File: src/rtl/cw_pkg.sv
package cw_pkg;

  typedef enum logic [1:0] {
    ST_IDLE  = 2'd0,
    ST_REQ   = 2'd1,
    ST_WAIT  = 2'd2,
    ST_DRIVE = 2'd3
  } cw_state_t;

  typedef enum logic {
    SRC_VEC = 1'b0,
    SRC_WIN = 1'b1
  } cw_src_t;

  typedef struct packed {
    logic bitbang;
    logic release_win;
    logic vec_on;
  } cw_ctl_t;

  // Byte of the override table at offset idx (0 = $xxF8).
  // Slots 0/1 repeat the NMI target, 2/3 NMI, 4/5 reset, 6/7 IRQ.
  function automatic logic [7:0] vec_byte(input logic [2:0] idx,
                                          input logic [15:0] nmi_t,
                                          input logic [15:0] rst_t,
                                          input logic [15:0] irq_t);
    logic [15:0] word;
    case (idx[2:1])
      2'd0:    word = nmi_t;
      2'd1:    word = nmi_t;
      2'd2:    word = rst_t;
      default: word = irq_t;
    endcase
    return idx[0] ? word[15:8] : word[7:0];
  endfunction

endpackage

File: src/rtl/cw_ctrl.sv
module cw_ctrl
  import cw_pkg::*;
#(
  parameter bit VEC_RST = 1'b0
) (
  input  logic       clk,
  input  logic       rst_n,
  input  logic       we,
  input  logic [2:0] wdata,
  output cw_ctl_t    ctl
);

  always_ff @(posedge clk) begin
    if (!rst_n) begin
      ctl.bitbang     <= 1'b0;
      ctl.release_win <= 1'b0;
      ctl.vec_on      <= VEC_RST;
    end else if (we) begin
      ctl.bitbang     <= wdata[2];
      ctl.release_win <= wdata[1];
      ctl.vec_on      <= wdata[0];
    end
  end

endmodule

File: src/rtl/cw_decode.sv
module cw_decode
  import cw_pkg::*;
#(
  parameter logic [2:0]  WIN_TAG = 3'b100,
  parameter logic [7:0]  IO_PAGE = 8'hDE,
  parameter logic [15:0] NMI_T   = 16'h0008,
  parameter logic [15:0] RST_T   = 16'h800C,
  parameter logic [15:0] IRQ_T   = 16'h000C
) (
  input  logic [15:0] addr,
  input  logic        rd,
  input  cw_ctl_t     ctl,
  output logic        win_hit,
  output logic        vec_hit,
  output logic        io_hit,
  output logic [7:0]  vec_data
);

  localparam int VEC_N = 8;

  logic [7:0] vec_tab [VEC_N];

  for (genvar g = 0; g < VEC_N; g++) begin : g_vec
    assign vec_tab[g] = vec_byte(3'(g), NMI_T, RST_T, IRQ_T);
  end

  always_comb begin
    win_hit  = (addr[15:13] == WIN_TAG) && !ctl.release_win && !ctl.bitbang;
    vec_hit  = (addr[15:3] == 13'h1FFF) && ctl.vec_on;
    io_hit   = rd && (addr[15:8] == IO_PAGE);
    vec_data = vec_tab[addr[2:0]];
  end

endmodule

File: src/rtl/cw_fetch.sv
module cw_fetch
  import cw_pkg::*;
#(
  parameter int FL_AW = 24
) (
  input  logic             clk,
  input  logic             rst_n,
  input  logic             rd,
  input  logic             win_hit,
  input  logic             vec_hit,
  input  logic [7:0]       vec_data,
  input  logic [FL_AW-1:0] fl_addr,
  input  logic             gate_off,
  output logic             rd_start,
  output logic             req_valid,
  input  logic             req_ready,
  output logic [FL_AW-1:0] req_addr,
  input  logic             fl_valid,
  input  logic [7:0]       fl_data,
  output logic             oe,
  output logic [7:0]       dout
);

  cw_state_t  st;
  cw_src_t    src;
  logic       rd_q;
  logic       drop;
  logic [7:0] data_q;

  assign rd_start = rd && !rd_q && (st == ST_IDLE);

  always_ff @(posedge clk) begin
    if (!rst_n) begin
      st       <= ST_IDLE;
      src      <= SRC_VEC;
      rd_q     <= 1'b0;
      drop     <= 1'b0;
      data_q   <= '0;
      req_addr <= '0;
    end else begin
      rd_q <= rd;
      unique case (st)
        ST_IDLE: begin
          if (rd_start && win_hit) begin
            st       <= ST_REQ;
            src      <= SRC_WIN;
            req_addr <= fl_addr;
            drop     <= 1'b0;
          end else if (rd_start && vec_hit) begin
            st     <= ST_DRIVE;
            src    <= SRC_VEC;
            data_q <= vec_data;
          end
        end
        ST_REQ: begin
          if (!rd) drop <= 1'b1;
          if (req_ready) st <= ST_WAIT;
        end
        ST_WAIT: begin
          if (!rd) drop <= 1'b1;
          if (fl_valid) begin
            if (drop || !rd) begin
              st <= ST_IDLE;
            end else begin
              st     <= ST_DRIVE;
              data_q <= fl_data;
            end
          end
        end
        ST_DRIVE: begin
          if (!rd) st <= ST_IDLE;
        end
        default: st <= ST_IDLE;
      endcase
    end
  end

  always_comb begin
    req_valid = (st == ST_REQ);
    oe        = (st == ST_DRIVE) && !((src == SRC_WIN) && gate_off);
    dout      = oe ? data_q : 8'h00;
  end

endmodule

File: src/rtl/cart_window.sv
module cart_window
  import cw_pkg::*;
#(
  parameter int          BANK_W  = 11,
  parameter bit          VEC_RST = 1'b0,
  parameter logic [15:0] NMI_T   = 16'h0008,
  parameter logic [15:0] RST_T   = 16'h800C,
  parameter logic [15:0] IRQ_T   = 16'h000C,
  localparam int         FL_AW   = BANK_W + 13
) (
  input  logic              clk,
  input  logic              rst_n,
  input  logic [15:0]       bus_addr,
  input  logic              bus_rd,
  input  logic              ctl_we,
  input  logic [2:0]        ctl_wdata,
  input  logic [BANK_W-1:0] bank_sel,
  output logic              req_valid,
  input  logic              req_ready,
  output logic [FL_AW-1:0]  req_addr,
  input  logic              fl_valid,
  input  logic [7:0]        fl_data,
  output logic              bus_oe,
  output logic [7:0]        bus_dout,
  output logic              exrom_n,
  output logic              io_sel
);

  cw_ctl_t    ctl;
  logic       win_hit;
  logic       vec_hit;
  logic [7:0] vec_data;
  logic       rd_start;
  logic       gate_off;

  cw_ctrl #(.VEC_RST(VEC_RST)) u_ctrl (
    .clk   (clk),
    .rst_n (rst_n),
    .we    (ctl_we),
    .wdata (ctl_wdata),
    .ctl   (ctl)
  );

  cw_decode #(.NMI_T(NMI_T), .RST_T(RST_T), .IRQ_T(IRQ_T)) u_decode (
    .addr     (bus_addr),
    .rd       (bus_rd),
    .ctl      (ctl),
    .win_hit  (win_hit),
    .vec_hit  (vec_hit),
    .io_hit   (io_sel),
    .vec_data (vec_data)
  );

  assign gate_off = ctl.release_win | ctl.bitbang;
  assign exrom_n  = gate_off;

  cw_fetch #(.FL_AW(FL_AW)) u_fetch (
    .clk       (clk),
    .rst_n     (rst_n),
    .rd        (bus_rd),
    .win_hit   (win_hit),
    .vec_hit   (vec_hit),
    .vec_data  (vec_data),
    .fl_addr   ({bank_sel, bus_addr[12:0]}),
    .gate_off  (gate_off),
    .rd_start  (rd_start),
    .req_valid (req_valid),
    .req_ready (req_ready),
    .req_addr  (req_addr),
    .fl_valid  (fl_valid),
    .fl_data   (fl_data),
    .oe        (bus_oe),
    .dout      (bus_dout)
  );

endmodule

File: config.mk
export PLATFORM = sky130hd
export DESIGN_NAME = cart_window
export DESIGN_NICKNAME = d
export VERILOG_FILES = /design/src/rtl/cw_pkg.sv /design/src/rtl/cw_ctrl.sv /design/src/rtl/cw_decode.sv /design/src/rtl/cw_fetch.sv /design/src/rtl/cart_window.sv
export SDC_FILE = /design/constraint.sdc
export NUM_CORES = 1
export LEC_CHECK = 0
export ABC_AREA = 1
export ABC_CLOCK_PERIOD_IN_PS = 2930
export BUFFER_PORTS_ARGS = -buffer_cell sky130_fd_sc_hd__buf_2
export CORE_MARGIN = 10
export CORE_UTILIZATION = 51
export CTS_CLUSTER_DIAMETER = 80
export DETAILED_ROUTE_END_ITERATION = 10
export PLACE_DENSITY = 0.81
export SYNTH_ARGS = -nofsm -noshare
export SYNTH_HDL_FRONTEND = slang
export SYNTH_SLANG_ARGS = --single-unit
export TNS_END_PERCENT = 5
File: constraint.sdc
create_clock -name clk -period 2.93 [get_ports clk]
set_input_delay 0.4395 -clock clk [delete_from_list [all_inputs] [get_ports clk]]
set_output_delay 0.4395 -clock clk [all_outputs]
set_load 0.005 [all_outputs]
==> out/metrics.csv <==
stage;metric;value;unit
job;maxCapViolCount;0;
clocking;clk-insertion-delay-late;0.29;ns
final_layout;syn_to_final_growth;28.0;%
global_routing;grt_pass1_wl;8.34;mm
worst_setup_path;crit_required;3.16;ns
worst_setup_path;worstPathCellList;inv_1 -> ha_1 -> nand4_1 -> o21ai_0 -> inv_1 -> nor2_2 -> nand2_1 -> nand2_1 -> nand2_1 -> nor2_1;
clocking;post-cts-setup-buffers;0;
worst_setup_path;critPathMaxFanout;14;
timing;relSlewSlack;0.599;
final_layout;num-fill-cells;342;
placement;detailed_place_hpwl;3.87;mm
clocking;ctsHoldBuffers;0;
global_routing;grt_usage;0.156;
pwr;p_leak;1.32;nW
pwr;internal_power;1.13;mW
synthesis;synth_top_cells_by_area;dfxtp_1, nor2_1, o21ai_0;
worst_setup_path;crit_arrival;2.38;ns
final_layout;post_route_cells_drive_above_1_share;0.274;
placement;dp_cells;390;
synthesis;syn_nets;323;
timing;skew;0.00502;ns
worst_setup_path;crit_top_cell;nand2_1;
synthesis;yosysWarnings;0;
placement;routabilityCongestion;0.799;
pwr;power.switching_fraction;0.336;
drt;via_count;1896;
global_routing;grt-ovfl-total;0;
drt;drt-wirelength-per-cell;12.8;µm
placement;io_buffers;79;
floorplanning;die_h;80.8;µm
drt;drc;0;
timing;rsz0062_at_grt;false;
synthesis;synth_cells;273;
synthesis;syn_area;1890;µm²
final_layout;seq_area;801;µm²
drt;totalWireLength;5.11;mm
timing;post-route-min-period;2.14;ns
timing;worst_slew_pin_slew;0.601;ns
drt;dr.first_iter.drc_count;171;
final_layout;nets;399;
floorplanning;die_w;80.8;µm
pwr;pwr-share-clk;0.289;
final_layout;n_antenna_cell;0;
worst_setup_path;critPathKind;flip-flop to flip-flop;
drt;firstDrtPassIters;4;
synthesis;yosys_register_bits;40;
timing;finalHoldViolCount;0;
synthesis;synth_cell_type_count;27;
clocking;cts_tree;done;
global_routing;grt_max_degree;41;
clocking;cts_root_buf;clkbuf_8;
clocking;path_clk_slew;0.08;ns
timing;period_share;0.731;
drt;viasPerCell;4.76;
drt;ant_nets;0;
pwr;comb_power_share;0.313;
floorplanning;row_count;22;
clocking;cts_buffer_depth;2;
pwr;p_per_area;704;nW/µm²
synthesis;yosysSeqAreaShare;0.424;
timing;max_freq;0.467;GHz
clocking;ctsResizeCount;0;
synthesis;synth_top_area_cell;dfxtp_1;
worst_setup_path;cpMaxStageDelayCell;ha_1;
final_layout;multi_input_area;915;µm²
clocking;htreeDepth;2;
synthesis;syn_area_per_cell;6.92;µm²
floorplanning;dieArea;6540;µm²
pwr;switchingPower;0.572;mW
worst_setup_path;cpPeakStageDelay;0.43;ns
worst_setup_path;critPathLaunchType;flip-flop;
worst_setup_path;endpoint_kind;flip-flop;
timing;final-max-slew-violation-count;0;
final_layout;final_common_cell;nor2_1;
floorplanning;start_util;0.520;
worst_hold_path;min_path_type;input pin to flip-flop;
final_layout;final_cells;398;
final_layout;layout.cells.most_common_list;nor2_1, buf_2, dfxtp_1;
global_routing;first_global_vias;1911;
global_routing;grt_antenna_before_repair;0;
pwr;p_seq_frac;0.399;
run_status;status;completed;
clocking;clkSinkCount;40;
floorplanning;core;3630;µm²
synthesis;synth_top_area_frac;0.424;
timing;tns;0;ns
clocking;numCtsBuffers;5;
timing;setup_violations;0;
floorplanning;ios;80;
pwr;peakVddDrop;0.364;mV
-- power groups by stage --
stage / Sequential (mW) / Clock [mW] / Combinational (mW)
5_1_grt: 0.688 / 0.521 / 0.618
2_1_floorplan: 0.680 / 0 / 0.431
4_1_cts: 0.678 / 0.498 / 0.530
3_5_place_dp: 0.690 / 0 / 0.524
6_report: 0.678 / 0.491 / 0.532
3_3_place_gp: 0.687 / 0 / 0.511
-- flip-flops by register name, summed over array words and instances (netlist names) --
register / cells
u_fetch.req_addr: 24
u_fetch.data_q: 8
u_fetch.drop: 1
u_fetch.st: 2
u_fetch.rd_q: 1
u_ctrl.ctl: 3
u_fetch.src: 1
-- Yosys cell counts, drive strengths merged --
master	n
inv	30
buf	5
nor3	1
clkbuf	6
a21oi	12
nand3	10
nand2	40
a21boi	1
nand4	2
nor2	83
o21bai	1
a22oi	2
o21ai	30
ha	6
nor4	1
a31oi	1
nand3b	2
dfxtp	40
-- stage by stage --
stage | area (µm²) | hold slack [ns] | power [mW] | util | setup WS [ns]
after detailed placement | 2290 | 0.460 | 1.21 | 0.631 | 0.854
after global placement | 2290 | 0.455 | 1.20 | 0.631 | 0.939
after CTS | 2420 | 0.367 | 1.71 | 0.665 | 0.810
after global routing | 2420 | 0.379 | 1.83 | 0.665 | 0.500
final | 2420 | 0.373 | 1.70 | 0.665 | 0.788
after floorplan | 1890 | 0.434 | 1.11 | - | 1.40
-- per-layer routing --
metal | vias to the layer above | GRT usage | part of all wire
met5 | - | 0 | 0
met4 | 0 | 0.0311 | 0.0023
met3 | 2 | 0.0762 | 0.088
met2 | 51 | 0.266 | 0.49
met1 | 837 | 0.173 | 0.42
li1 | 1006 | - | -
-- worst max-delay path: cells and delay by family (launching register included) --
family	cells	cell delay, ns
and+or+nand+nor	6	1.00
adders and majority gates	1	0.43
DFF	1	0.35
buffers and inverters	2	0.20
AOI/OAI and AO/OA	1	0.10
-- final timing paths --
check / from / to / slack, ns / cells past startpoint
max: u_fetch.st[0] / u_fetch.data_q[1] / 0.79 / 10
min reg2reg: u_fetch.src / u_fetch.src / 0.47 / 2
max reg2reg: u_fetch.st[0] / u_fetch.data_q[1] / 0.79 / 10
min: bank_sel[7] / u_fetch.req_addr[20] / 0.37 / 3
-- cell type report --
class / instances / area share
multi-input combinational: 192 / 0.378
sequential: 40 / 0.331
timing repair buffer: 80 / 0.167
inverter: 30 / 0.0466
clock buffer: 7 / 0.0399
tap: 48 / 0.0248
clock inverter: 1 / 0.0124
-- cells by family after synthesis --
kind of cell | synth area share
simple gates | 0.312
buf+inv | 0.0914
fa+ha+maj | 0.0398
flops | 0.424
compound gates | 0.133
Power figures use the tool's default switching activity.
